===== src/rtl/fbs_pkg.sv =====
package fbs_pkg;

    // Key byte position inside a register write word
    localparam int KEY_HI = 31;
    localparam int KEY_LO = 24;

    localparam logic [7:0] POLICY_KEY = 8'hCA;
    localparam logic [7:0] SWAP_KEY   = 8'h58;

    // Status word bit positions
    localparam int ST_SWAPPED_BIT = 12;
    localparam int ST_ALLOW_BIT   = 10;

    typedef enum logic [1:0] {
        SEL_POLICY = 2'd0,
        SEL_SWAP   = 2'd1,
        SEL_STATUS = 2'd2,
        SEL_SPARE  = 2'd3
    } reg_sel_e;

    typedef struct packed {
        logic allow;
        logic swapped;
        logic key_err;
    } ctl_state_t;

endpackage


===== src/rtl/fbs_key_gate.sv =====
module fbs_key_gate #(
    parameter logic [7:0] KEY_VAL = 8'h00
) (
    input  logic       wr,
    input  logic       slot_hit,
    input  logic [7:0] key_byte,
    output logic       wr_ok,
    output logic       wr_bad
);

    logic key_match;

    always_comb begin
        key_match = (key_byte == KEY_VAL);
        wr_ok     = wr && slot_hit && key_match;
        wr_bad    = wr && slot_hit && !key_match;
    end

endmodule


===== src/rtl/fbs_swap_ctl.sv =====
module fbs_swap_ctl
    import fbs_pkg::*;
(
    input  logic clk,
    input  logic rst_n,
    input  logic pol_ok,
    input  logic pol_bad,
    input  logic pol_bit,
    input  logic swp_ok,
    input  logic swp_bad,
    input  logic swp_bit,
    output logic allow,
    output logic swapped,
    output logic key_err
);

    ctl_state_t st_d, st_q;

    always_comb begin
        st_d         = st_q;
        st_d.key_err = pol_bad || swp_bad;
        // policy can only be tightened; clearing bit 0 never re-opens it
        if (pol_ok && pol_bit) begin
            st_d.allow = 1'b0;
        end
        if (swp_ok && st_q.allow) begin
            st_d.swapped = swp_bit;
        end
    end

    always_ff @(posedge clk or negedge rst_n) begin
        if (!rst_n) begin
            st_q <= '{allow: 1'b1, swapped: 1'b0, key_err: 1'b0};
        end else begin
            st_q <= st_d;
        end
    end

    assign allow   = st_q.allow;
    assign swapped = st_q.swapped;
    assign key_err = st_q.key_err;

endmodule


===== src/rtl/fbs_remap.sv =====
module fbs_remap #(
    parameter int ADDR_W  = 22,
    parameter int ACC_CYC = 4
) (
    input  logic              clk,
    input  logic              rst_n,
    input  logic              acc_req,
    input  logic [ADDR_W-1:0] acc_laddr,
    input  logic              swapped,
    output logic              acc_busy,
    output logic [ADDR_W-1:0] acc_paddr
);

    localparam int BANK_BIT = ADDR_W - 1;
    localparam int CNT_W    = (ACC_CYC > 1) ? $clog2(ACC_CYC) : 1;
    localparam logic [CNT_W-1:0] CNT_LOAD = CNT_W'(ACC_CYC - 1);

    typedef struct packed {
        logic              busy;
        logic [CNT_W-1:0]  cnt;
        logic [ADDR_W-1:0] paddr;
    } acc_state_t;

    acc_state_t        as_d, as_q;
    logic [ADDR_W-1:0] mapped;

    // bank-select bit flips with the swap; all lower bits pass through
    generate
        if (ADDR_W > 1) begin : g_split
            assign mapped = {acc_laddr[BANK_BIT] ^ swapped, acc_laddr[BANK_BIT-1:0]};
        end else begin : g_single
            assign mapped = acc_laddr ^ swapped;
        end
    endgenerate

    always_comb begin
        as_d = as_q;
        if (as_q.busy) begin
            if (as_q.cnt == '0) begin
                as_d.busy = 1'b0;
            end else begin
                as_d.cnt = as_q.cnt - 1'b1;
            end
        end else if (acc_req) begin
            as_d.busy  = 1'b1;
            as_d.cnt   = CNT_LOAD;
            as_d.paddr = mapped;
        end
    end

    always_ff @(posedge clk or negedge rst_n) begin
        if (!rst_n) begin
            as_q <= '0;
        end else begin
            as_q <= as_d;
        end
    end

    assign acc_busy  = as_q.busy;
    assign acc_paddr = as_q.paddr;

endmodule


===== src/rtl/flash_bank_swap.sv =====
module flash_bank_swap
    import fbs_pkg::*;
#(
    parameter int ADDR_W  = 22,
    parameter int ACC_CYC = 4
) (
    input  logic              clk,
    input  logic              rst_n,
    input  logic              reg_wr,
    input  logic [1:0]        reg_sel,
    input  logic [31:0]       reg_wdata,
    output logic [31:0]       reg_rdata,
    output logic              key_err,
    input  logic              acc_req,
    input  logic [ADDR_W-1:0] acc_laddr,
    output logic              acc_busy,
    output logic [ADDR_W-1:0] acc_paddr
);

    reg_sel_e sel;
    logic     pol_ok, pol_bad, swp_ok, swp_bad;
    logic     allow, swapped;

    assign sel = reg_sel_e'(reg_sel);

    fbs_key_gate #(.KEY_VAL(POLICY_KEY)) u_pol_gate (
        .wr       (reg_wr),
        .slot_hit (sel == SEL_POLICY),
        .key_byte (reg_wdata[KEY_HI:KEY_LO]),
        .wr_ok    (pol_ok),
        .wr_bad   (pol_bad)
    );

    fbs_key_gate #(.KEY_VAL(SWAP_KEY)) u_swp_gate (
        .wr       (reg_wr),
        .slot_hit (sel == SEL_SWAP),
        .key_byte (reg_wdata[KEY_HI:KEY_LO]),
        .wr_ok    (swp_ok),
        .wr_bad   (swp_bad)
    );

    fbs_swap_ctl u_ctl (
        .clk     (clk),
        .rst_n   (rst_n),
        .pol_ok  (pol_ok),
        .pol_bad (pol_bad),
        .pol_bit (reg_wdata[0]),
        .swp_ok  (swp_ok),
        .swp_bad (swp_bad),
        .swp_bit (reg_wdata[0]),
        .allow   (allow),
        .swapped (swapped),
        .key_err (key_err)
    );

    fbs_remap #(.ADDR_W(ADDR_W), .ACC_CYC(ACC_CYC)) u_remap (
        .clk       (clk),
        .rst_n     (rst_n),
        .acc_req   (acc_req),
        .acc_laddr (acc_laddr),
        .swapped   (swapped),
        .acc_busy  (acc_busy),
        .acc_paddr (acc_paddr)
    );

    // keyed slots are write-only and read back as zero
    always_comb begin
        reg_rdata = '0;
        if (sel == SEL_STATUS) begin
            reg_rdata[ST_SWAPPED_BIT] = swapped;
            reg_rdata[ST_ALLOW_BIT]   = allow;
        end
    end

endmodule


===== config.mk =====
export PLATFORM = sky130hd
export DESIGN_NAME = flash_bank_swap
export DESIGN_NICKNAME = d
export VERILOG_FILES = /design/src/rtl/fbs_pkg.sv /design/src/rtl/fbs_key_gate.sv /design/src/rtl/fbs_swap_ctl.sv /design/src/rtl/fbs_remap.sv /design/src/rtl/flash_bank_swap.sv
export SDC_FILE = /design/constraint.sdc
export NUM_CORES = 1
export LEC_CHECK = 0
export BUFFER_PORTS_ARGS = -buffer_cell sky130_fd_sc_hd__buf_2
export CAP_MARGIN = 20
export CORE_UTILIZATION = 30
export CTS_CLUSTER_SIZE = 10
export DETAILED_ROUTE_END_ITERATION = 12
export GPL_TIMING_DRIVEN = 0
export PLACE_DENSITY_LB_ADDON = 0.15
export SLEW_MARGIN = 20
export SYNTH_ARGS = -nofsm -noshare
export SYNTH_HDL_FRONTEND = slang
export SYNTH_HIERARCHICAL = 1
export SYNTH_SLANG_ARGS = --single-unit

===== constraint.sdc =====
create_clock -name clk -period 1.8 [get_ports clk]
set_input_delay 0.36 -clock clk [delete_from_list [all_inputs] [get_ports clk]]
set_output_delay 0.36 -clock clk [all_outputs]
set_load 0.005 [all_outputs]

==> reports/results.tsv, run 1 <==
metric	value	unit
postcts setup bufs	0	
hold-fix buffers at CTS	0	
maxcap violations	0	
FMAX	690	MHz
Detail Route Antenna Nets	0	
routed len/inst	9.21	um
DIE WIDTH	76.9	um
most common cell after layout, fill and taps aside	buf_2	
Worst Path Required	1440	ps
CTS resizes	0	
Mapped Area	1680	sq um
Critical Path Source	u_ctl/allow	
Hold Path Class	in2async	
core area	5240	sq um
via count	1100	
antenna violations before repair	0	
vias in the first global route	1056	
worst path buffer plus inverter count	1	
cell area power density	1250	nW/um^2
Syn Area/Cell	12.4	sq um
clock root cell	clkbuf_8	
nature of the critical path endpoint	primary output	
worst-path fanout max	3	
sequential fraction of the synthesis area	0.417	
post-layout util	0.427	
Starting Density	0.321	
largest net degree at the start of global routing	29	
Die Ht	76.9	um
CP Launch Type	flip-flop	
layout cells sized above 1	0.649	
synth warn	6	
RSZ-0062 raised after global routing	no	
Yosys cell types	28	
status	completed	
clock share of power	0.122	
IO buf count	62	
FP Rows	26	
CTS sink count	28	
Seq cells post-synth	28	
first-pass GRT wire length	4.59	mm
Critical-path top delay cell	dfstp_2	
P_int	2050	uW
CTS tree	done	
Final HPWL DP	2.16	mm
Worst path depth	2	
worst slew pin tran	628	ps
Hold Fails Final Rpt	0	
Comb pwr share	0.495	
clock buffer depth	2	
RD Place Congestion	0.645	
setup tns final	0	ps
Worst VDD drop	0.483	mV
sequential fraction of design power	0.383	
num ports	116	
vias per cell	3.65	
Sw Share	0.266	
final worst path period share	0.806	
post-synthesis cell count	136	
reported net switching power	743	uW
worst path cell trace	and3b_2 > buf_2	
delay-heaviest family, CP	flip-flops	
CP arrival	1090	ps
commonest non-fill, non-tap cells in the layout	buf_2 (62), buf_4 (52), conb_1 (30)	
DRC	0	
total gr overflow	0	
Total GRT Usage	0.0960	
Layout fillers	526	
Tmin final	1450	ps
final max-slew violation count	0	
Final #Nets	293	
R2R depth	4	
Leak Pwr	0.00124	uW
Area Overhead vs Synth	32.8	%
Crit path largest cell delay	550	ps
RR Startpoint	u_remap/acc_busy	
H-Tree Depth	1	
clock skew	1.63	ps
Die Area	5910	sq um
Setup violations, final	0	
normalized max-slew margin	0.581	
Reg clk slew, reported paths	90	ps
initial drt markers	13	
clock latency on the worst-skew pair	260	ps
Pre-antenna DRT Iters	2	
Num CTS Buffers	3	
Diodes inserted	0	
kind of critical path	reg2out	
Total Wirelength	2.77	mm
[worst reg2reg max path: cells and delay by family (launching register included)]
family / cells / cell delay, ps
flops: 1 / 440
mux: 1 / 310
buf+inv: 2 / 300
simple gates: 1 / 160
[cells by family (layout without fill, tap and decap cells)]
group / Yosys count / in the layout / synth area share
AOI/OAI and AO/OA: 7 / 7 / 0.0290
xor gates and xnor gates: 1 / 1 / 0.00521
adders and majority gates: 1 / 1 / 0.00743
buffers and inverters: 57 / 123 / 0.267
DFF: 28 / 28 / 0.417
muxes: 23 / 23 / 0.196
other: 1 / 30 / 0.00223
and+or+nand+nor: 18 / 18 / 0.0758
[cell type report]
class                   instances  area [sq um]  area share
plain buffers                  55           442       0.198
clock buffers                   4          45.0      0.0202
inverters                       2          7.51     0.00336
multi-input cells              80           641       0.287
flip-flops and latches         28           702       0.314
well taps                      70          87.6      0.0392
repair buffers                 62           310       0.139
[Yosys cell counts, drive strengths merged]
library cell / number / area share
a21boi: 1 / 0.0045
a21oi: 3 / 0.0089
a22oi: 1 / 0.0045
and2b: 1 / 0.0052
and3b: 3 / 0.017
and4bb: 1 / 0.0074
buf: 55 / 0.26
conb: 1 / 0.0022
dfrtp: 27 / 0.40
dfstp: 1 / 0.016
ha: 1 / 0.0074
inv: 2 / 0.0045
mux2: 23 / 0.20
nand2: 4 / 0.0089
nand4b: 1 / 0.0052
nor2: 3 / 0.0067
nor2b: 1 / 0.0037
nor3: 1 / 0.0030
nor4b: 1 / 0.0089
o21ba: 1 / 0.0059
o22a: 1 / 0.0052
or2: 1 / 0.0037
or4b: 1 / 0.0059
xnor2: 1 / 0.0052
[power by group through the flow]
stage               registers (uW)  logic [uW]  clock network, uW
finish                        1070        1380                342
global route                  1110        1510                382
CTS                           1070        1400                363
detailed placement            1080        1390                  0
global placement              1080        1390                  0
floorplan                     1040        1030                  0
[metal layers]
layer | global-route usage | vias up | routed length [um]
li1 | - | 557 | -
met1 | 0.126 | 482 | 1250
met2 | 0.148 | 59 | 1190
met3 | 0.0321 | 2 | 326
met4 | 0.0288 | 0 | 8
met5 | 0 | - | 0
[sequential cells by signal (all words and copies together), names as in the netlist]
name	cells
u_remap/acc_paddr	22
u_remap/as_q	2
u_ctl/allow	1
u_ctl/key_err	1
u_ctl/swapped	1
u_remap/acc_busy	1
[metrics by stage]
stage	total power [uW]	cell area [sq um]	hold slack, ps	worst slack (ps)	std cells
after floorplan	2070	1790	64.4	361	165
after global placement	2460	2190	422	238	297
after detailed placement	2470	2190	425	232	297
after CTS	2830	2230	122	336	301
after global routing	3010	2230	159	313	301
final	2790	2230	102	350	301
[final timing paths]
path                                    endpoint  slack [ps]
hold / removal             u_remap/acc_paddr[14]         100
setup / recovery                   reg_rdata[10]         350
setup reg to reg           u_remap/acc_paddr[11]         490
min in group clk                     u_ctl/allow         270
hold reg to reg                      u_ctl/allow         510
max in group asynchronous   u_remap/acc_paddr[2]        1290
(Power assumes the default switching activity.)
==> run 2: changes to the inputs <==
--- a/config.mk
+++ b/config.mk
@@ -5,6 +5,7 @@
 export SDC_FILE = /design/constraint.sdc
 export NUM_CORES = 1
 export LEC_CHECK = 0
+export ABC_AREA = 1
 export BUFFER_PORTS_ARGS = -buffer_cell sky130_fd_sc_hd__buf_2
 export CAP_MARGIN = 20
 export CORE_UTILIZATION = 30
==> constraint.sdc (replaced) <==
create_clock -name clk -period 1.5 [get_ports clk]
set_input_delay 0.3 -clock clk [delete_from_list [all_inputs] [get_ports clk]]
set_output_delay 0.3 -clock clk [all_outputs]
set_load 0.005 [all_outputs]
==> run 2 against run 1 <==
Net effect:
- sequential cell count is the same
- non-clock buffer count grew 1
- via count grew 29%
- worst hold slack lost 65 ps
- die area grew 3.8%
- clock power grew 34%
- sequential power grew 18%
- cell count grew 33%
- first-iteration DRC count grew to 3.0 times the previous value
- cell area grew 3.5%
- area after synthesis grew 3.9%
==> reports/results.tsv, run 2 <==
metric	value	unit	change
Final #Nets	391		+33%
Hold Slack	37.6	ps	-64.8 ps
setup tns final	0	ps	unchanged
Post-Layout Cell Count	401		+33%
Critical-path top delay cell	dfstp_2		
nature of the critical path endpoint	primary output		
Syn Area/Cell	7.48	sq um	-40%
Diodes inserted	0		unchanged
num ports	116		unchanged
Synth area leader	dfrtp_1		
post-synthesis cell count	234		+72%
asr flop ratio synth	1.00		unchanged
number of synthesized flops with an enable pin	0		unchanged
Met2 Wirelength	1.36	mm	+15%
Worst Path Required	1200	ps	-240 ps
H-Tree Depth	1		unchanged
Die Ht	78.4	um	+1.9%
normalized max-slew margin	0.580		-0.000884
initial drt markers	39		+26
sequential fraction of design power	0.387		+0.004
top cells by area, synth	dfrtp_1 (39%), buf_4 (23%), nand2_1 (20%)		
clock buffer depth	2		unchanged
Mapped Area	1750	sq um	+3.9%
Starting Density	0.314		-0.00750
Power Total	3260	uW	+17%
RSZ-0062 raised after global routing	no		
maxcap violations	0		unchanged
Area Overhead vs Synth	32.3	%	
R2R Path End	u_remap/as_q[23]		
FMAX	729	MHz	
Final HPWL DP	2.52	mm	+17%
Sw Share	0.327		+0.0602
met1 WL	1.56	mm	+25%
postcts setup bufs	0		unchanged
CTS resizes	0		unchanged
Pre-antenna DRT Iters	4		+2
DR WL met3	318	um	-2.5%
antenna violations before repair	0		unchanged
Num CTS Buffers	3		unchanged
Seq cells post-synth	28		unchanged
Yosys cell types	18		-36%
number of flip-flops in the largest register	22		unchanged
RD Place Congestion	0.763		+18%
sequential fraction of the synthesis area	0.401		-0.0158
kind of critical path	reg2out		
Hold Fails Final Rpt	0		unchanged
clock latency on the worst-skew pair	270	ps	about the same
Hold Path Class	in2async		
Synth Flop Type	dfrtp_1		
Tmin final	1370	ps	
clock root cell	clkbuf_8		
DIE WIDTH	78.4	um	+1.9%
worst slew pin tran	629	ps	+1.33 ps
final max-slew violation count	0		unchanged
R2R depth	7		+3
vias per cell	3.53		-3.3%
via count	1417		+29%
Worst VDD drop	0.518	mV	+7.2%
worst path cell trace	inv_1 > nor2_1 > buf_2		
Top Metal Used	met4		
largest net degree at the start of global routing	29		unchanged
most common cell after layout, fill and taps aside	nand2_1		
Detail Route Antenna Nets	0		unchanged
IO buf count	62		unchanged
synth warn	6		unchanged
first-pass GRT wire length	5.61	mm	+22%
core area	5570	sq um	+6.4%
Leak Pwr	0.00146	uW	+18%
total gr overflow	0		unchanged
RR Startpoint	u_remap/as_q[22]		
Comb pwr share	0.473		-0.022
dpl cells	397		+34%
CTS tree	done		
Setup violations, final	0		unchanged
Total Wirelength	3.28	mm	+18%
layout cells sized above 1	0.398		-0.251
hold-fix buffers at CTS	0		unchanged
reported net switching power	1070	uW	+43%
Yosys top cell area share	0.386		-0.0152
worst-path fanout max	4		+1
Reg clk slew, reported paths	90	ps	about the same
CP Launch Type	flip-flop		
DRC	0		unchanged
clock share of power	0.141		+0.019
R2R Setup Slk	450	ps	-40 ps
CP arrival	1070	ps	-20 ps
final worst path period share	0.915		
CTS sink count	28		unchanged
most common cell in the netlist	nand2_1		
most frequent cells after synthesis	nand2_1 (95), buf_4 (53), dfrtp_1 (27)		
clock skew	5.69	ps	+4.06 ps
Die Area	6140	sq um	+3.8%
Total GRT Usage	0.116		+0.0202
vias in the first global route	1287		+22%
commonest non-fill, non-tap cells in the layout	nand2_1 (95), buf_2 (62), buf_4 (53)		
P_int	2200	uW	+7.3%
routed len/inst	8.18	um	-11%
status	completed		
Crit path largest cell delay	560	ps	about the same
FP Rows	27		+3.8%
cell area power density	1410	nW/um^2	+13%
## run 2: changes by cell type after synthesis, sizes merged, moves of 3 or more
| cell | change |
|---|---|
| mux2 | -23 |
| nand3 | +3 |
| and3b | -3 |
| nor2 | +18 |
| nand2 | +93 |
| inv | +23 |
| a21oi | -3 |
## run 2: cell type report
cell class | count | area [sq um]
Sequential cell | 28 | 702
Inverter | 25 | 93.8
Multi-Input combinational cell | 154 | 623
Buffer | 56 | 439
Clock buffer | 4 | 55.1
Fill cell | 592 | 3260
Tap cell | 72 | 90.1
Timing Repair Buffer | 62 | 310
## run 2: per-stage QoR
stage,util,cell area (sq um),setup WS (ps)
2_1_floorplan,-,1860,533
3_3_place_gp,0.405,2260,390
3_5_place_dp,0.405,2260,424
4_1_cts,0.415,2310,96.8
5_1_grt,0.415,2310,61.3
6_report,0.415,2310,128
## run 2: worst max path at each step
stage / from / to / slack [ps] / cells past startpoint
floorplan: u_ctl/allow / reg_rdata[10] / 530 / 2
global placement: u_ctl/allow / reg_rdata[10] / 390 / 3
detailed placement: u_ctl/allow / reg_rdata[10] / 420 / 3
CTS: u_ctl/allow / reg_rdata[10] / 100 / 3
global route: u_ctl/allow / reg_rdata[10] / 60 / 3
finish: u_ctl/allow / reg_rdata[10] / 130 / 3
## run 2: routing by layer
metal  global-route usage  vias up
met5                    0        -
met4               0.0500        0
met3               0.0291        2
met2                0.174       61
met1                0.158      564
li1                     -      790
## run 2: critical path, delay by kind of cell (launching register included)
family	cells	cell delay, ps
and+or+nand+nor	1	90
DFF	1	560
buffers and inverters	2	160
## run 2: logic make-up (layout without fill, tap and decap cells)
family,count (synthesis),after routing,synth area share
other,1,30,0.00214
adders and majority gates,1,1,0.00715
DFF,28,28,0.401
AOI/OAI and AO/OA,1,1,0.00644
buffers and inverters,81,147,0.305
and+or+nand+nor,122,122,0.278
## run 2: power by group through the flow
stage / Clock, uW / Sequential (uW) / Combinational (uW)
after detailed placement: 0 / 1280 / 1570
after floorplan: 0 / 1250 / 1080
after global routing: 525 / 1310 / 1760
after global placement: 0 / 1280 / 1540
final: 458 / 1260 / 1540
after CTS: 499 / 1260 / 1570
==> run 3: changes to the inputs <==
--- a/config.mk
+++ b/config.mk
@@ -12,7 +12,7 @@
 export CTS_CLUSTER_SIZE = 10
 export DETAILED_ROUTE_END_ITERATION = 12
 export GPL_TIMING_DRIVEN = 0
-export PLACE_DENSITY_LB_ADDON = 0.15
+export PLACE_DENSITY = 0.6
 export SLEW_MARGIN = 20
 export SYNTH_ARGS = -nofsm -noshare
 export SYNTH_HDL_FRONTEND = slang
==> run 3 against run 2 <==
Net effect:
- first-iteration DRC count is 13% lower
- worst setup slack better by 14 ps
- core utilization is 0.29 points higher
- combinational power hardly changed
- critical endpoint unchanged
- register-to-register slack hardly changed
- sequential share of layout area is 0.21 points lower
- non-clock buffer count stayed put
==> reports/results.tsv, run 3 (synthesized netlist as in run 2, its figures left out) <==
metric	value	unit	change
Die Area	6140	sq um	unchanged
core area	5570	sq um	unchanged
initial drt markers	34		-13%
Final HPWL DP	2.55	mm	+1.4%
CP arrival	1060	ps	about the same
worst path cell trace	inv_1 > nor2_1 > buf_2		
clock latency on the worst-skew pair	270	ps	about the same
R2R Path End	u_remap/acc_paddr[14]		
Area Overhead vs Synth	33.2	%	
total gr overflow	0		unchanged
RD Place Congestion	0.807		+5.7%
maxcap violations	0		unchanged
Total Wirelength	3.22	mm	-1.7%
num ports	116		unchanged
dpl cells	397		unchanged
Worst Path Required	1200	ps	about the same
worst slew pin tran	632	ps	+2.47 ps
Starting Density	0.314		unchanged
DRC	0		unchanged
routed len/inst	8.04	um	-1.7%
first-pass GRT wire length	5.28	mm	-5.9%
DIE WIDTH	78.4	um	unchanged
worst-path fanout max	4		unchanged
vias in the first global route	1264		-1.8%
number of flip-flops in the largest register	22		unchanged
Num CTS Buffers	3		unchanged
FMAX	736	MHz	+1.1%
status	completed		
Diodes inserted	0		unchanged
final worst path period share	0.905		-0.00951
FP Rows	27		unchanged
CTS sink count	28		unchanged
postcts setup bufs	0		unchanged
most common cell after layout, fill and taps aside	nand2_1		
IO buf count	62		unchanged
Post-Layout Cell Count	401		unchanged
post-layout util	0.418		+0.00292
Hold Fails Final Rpt	0		unchanged
Setup violations, final	0		unchanged
nature of the critical path endpoint	primary output		
CTS tree	done		
antenna violations before repair	0		unchanged
clock skew	8.00	ps	+2.31 ps
Tmin final	1360	ps	-14.3 ps
H-Tree Depth	1		unchanged
hold-fix buffers at CTS	0		unchanged
CTS resizes	0		unchanged
Placement Setup Slack	422	ps	-2.34 ps
Total GRT Usage	0.109		-0.00755
Die Ht	78.4	um	unchanged
Worst VDD drop	0.523	mV	+1.0%
R2R Setup Slk	460	ps	about the same
cell area power density	1450	nW/um^2	+3.0%
slack of the critical path	142	ps	+14.3 ps
vias per cell	3.54		+0.14%
normalized max-slew margin	0.579		-0.00165
layout cells sized above 1	0.398		unchanged
Final #Nets	391		unchanged
clock root cell	clkbuf_8		
R2R depth	4		-3
setup tns final	0	ps	unchanged
Detail Route Antenna Nets	0		unchanged
Placed Instance Area	2260	sq um	unchanged
via count	1419		+0.14%
Crit path largest cell delay	560	ps	about the same
largest net degree at the start of global routing	29		unchanged
Finished Cell Area	2330	sq um	+0.70%
kind of critical path	reg2out		
RR Startpoint	u_remap/acc_busy		
RSZ-0062 raised after global routing	no		
Hold Path Class	in2async		
Reg clk slew, reported paths	100	ps	about the same
clock buffer depth	2		unchanged
final max-slew violation count	0		unchanged
Critical-path top delay cell	dfstp_2		
Leak Pwr	0.00147	uW	+0.48%
Pre-antenna DRT Iters	4		unchanged
CP Launch Type	flip-flop		
commonest non-fill, non-tap cells in the layout	nand2_1 (95), buf_2 (62), buf_4 (53)		
run 3: changes by cell type in the layout (fill, tap and decap cells not counted):
| cell | change |
|---|---|
| bufinv_16 | +1 |
| clkbuf_8 | -1 |
run 3: where the power goes:
part	switching, uW	leakage (uW)	internal, uW
Sequential	180	0.000345	1080
Clock	234	0.0000357	357
Combinational	653	0.00109	879
Total	1070	0.00147	2320
run 3: final cells by class:
cell class	count	area (sq um)
buffer	56	439
inverter	25	93.8
timing repair buffer	62	310
sequential	28	702
clock inverter	1	30.0
multi-input combinational	154	623
clock buffer	3	41.3
fill	578	3240
tap	72	90.1
run 3: stage by stage:
stage          total power (uW)  hold WS [ps]
2_1_floorplan              2330          4.41
3_3_place_gp               2810           363
3_5_place_dp               2840           366
4_1_cts                    3430          55.1
5_1_grt                    3720          87.3
6_report                   3380          31.8
run 3: worst max path at each step:
stage | cells after the start | from | slack (ps) | to
after floorplan | 2 | u_ctl/allow | 530 | reg_rdata[10]
final | 3 | u_ctl/allow | 140 | reg_rdata[10]
after detailed placement | 6 | reg_wdata[26] | 420 | u_ctl/key_err
after global routing | 3 | u_ctl/allow | 90 | reg_rdata[10]
after CTS | 3 | u_ctl/allow | 120 | reg_rdata[10]
after global placement | 5 | reg_sel[0] | 430 | reg_rdata[10]
run 3: worst max-delay path: cells and delay by family (launching register included):
kind,cells,cell delay [ps]
flops,1,560
simple gates,1,80
buf+inv,2,150
run 3: layer usage:
layer	global-route usage	vias up	part of all wire	wire length, um
li1	-	787	-	-
met1	0.136	577	0.46	1470
met2	0.183	53	0.47	1500
met3	0.0221	2	0.075	241
met4	0.0426	0	0.0043	14
met5	0	-	0	0
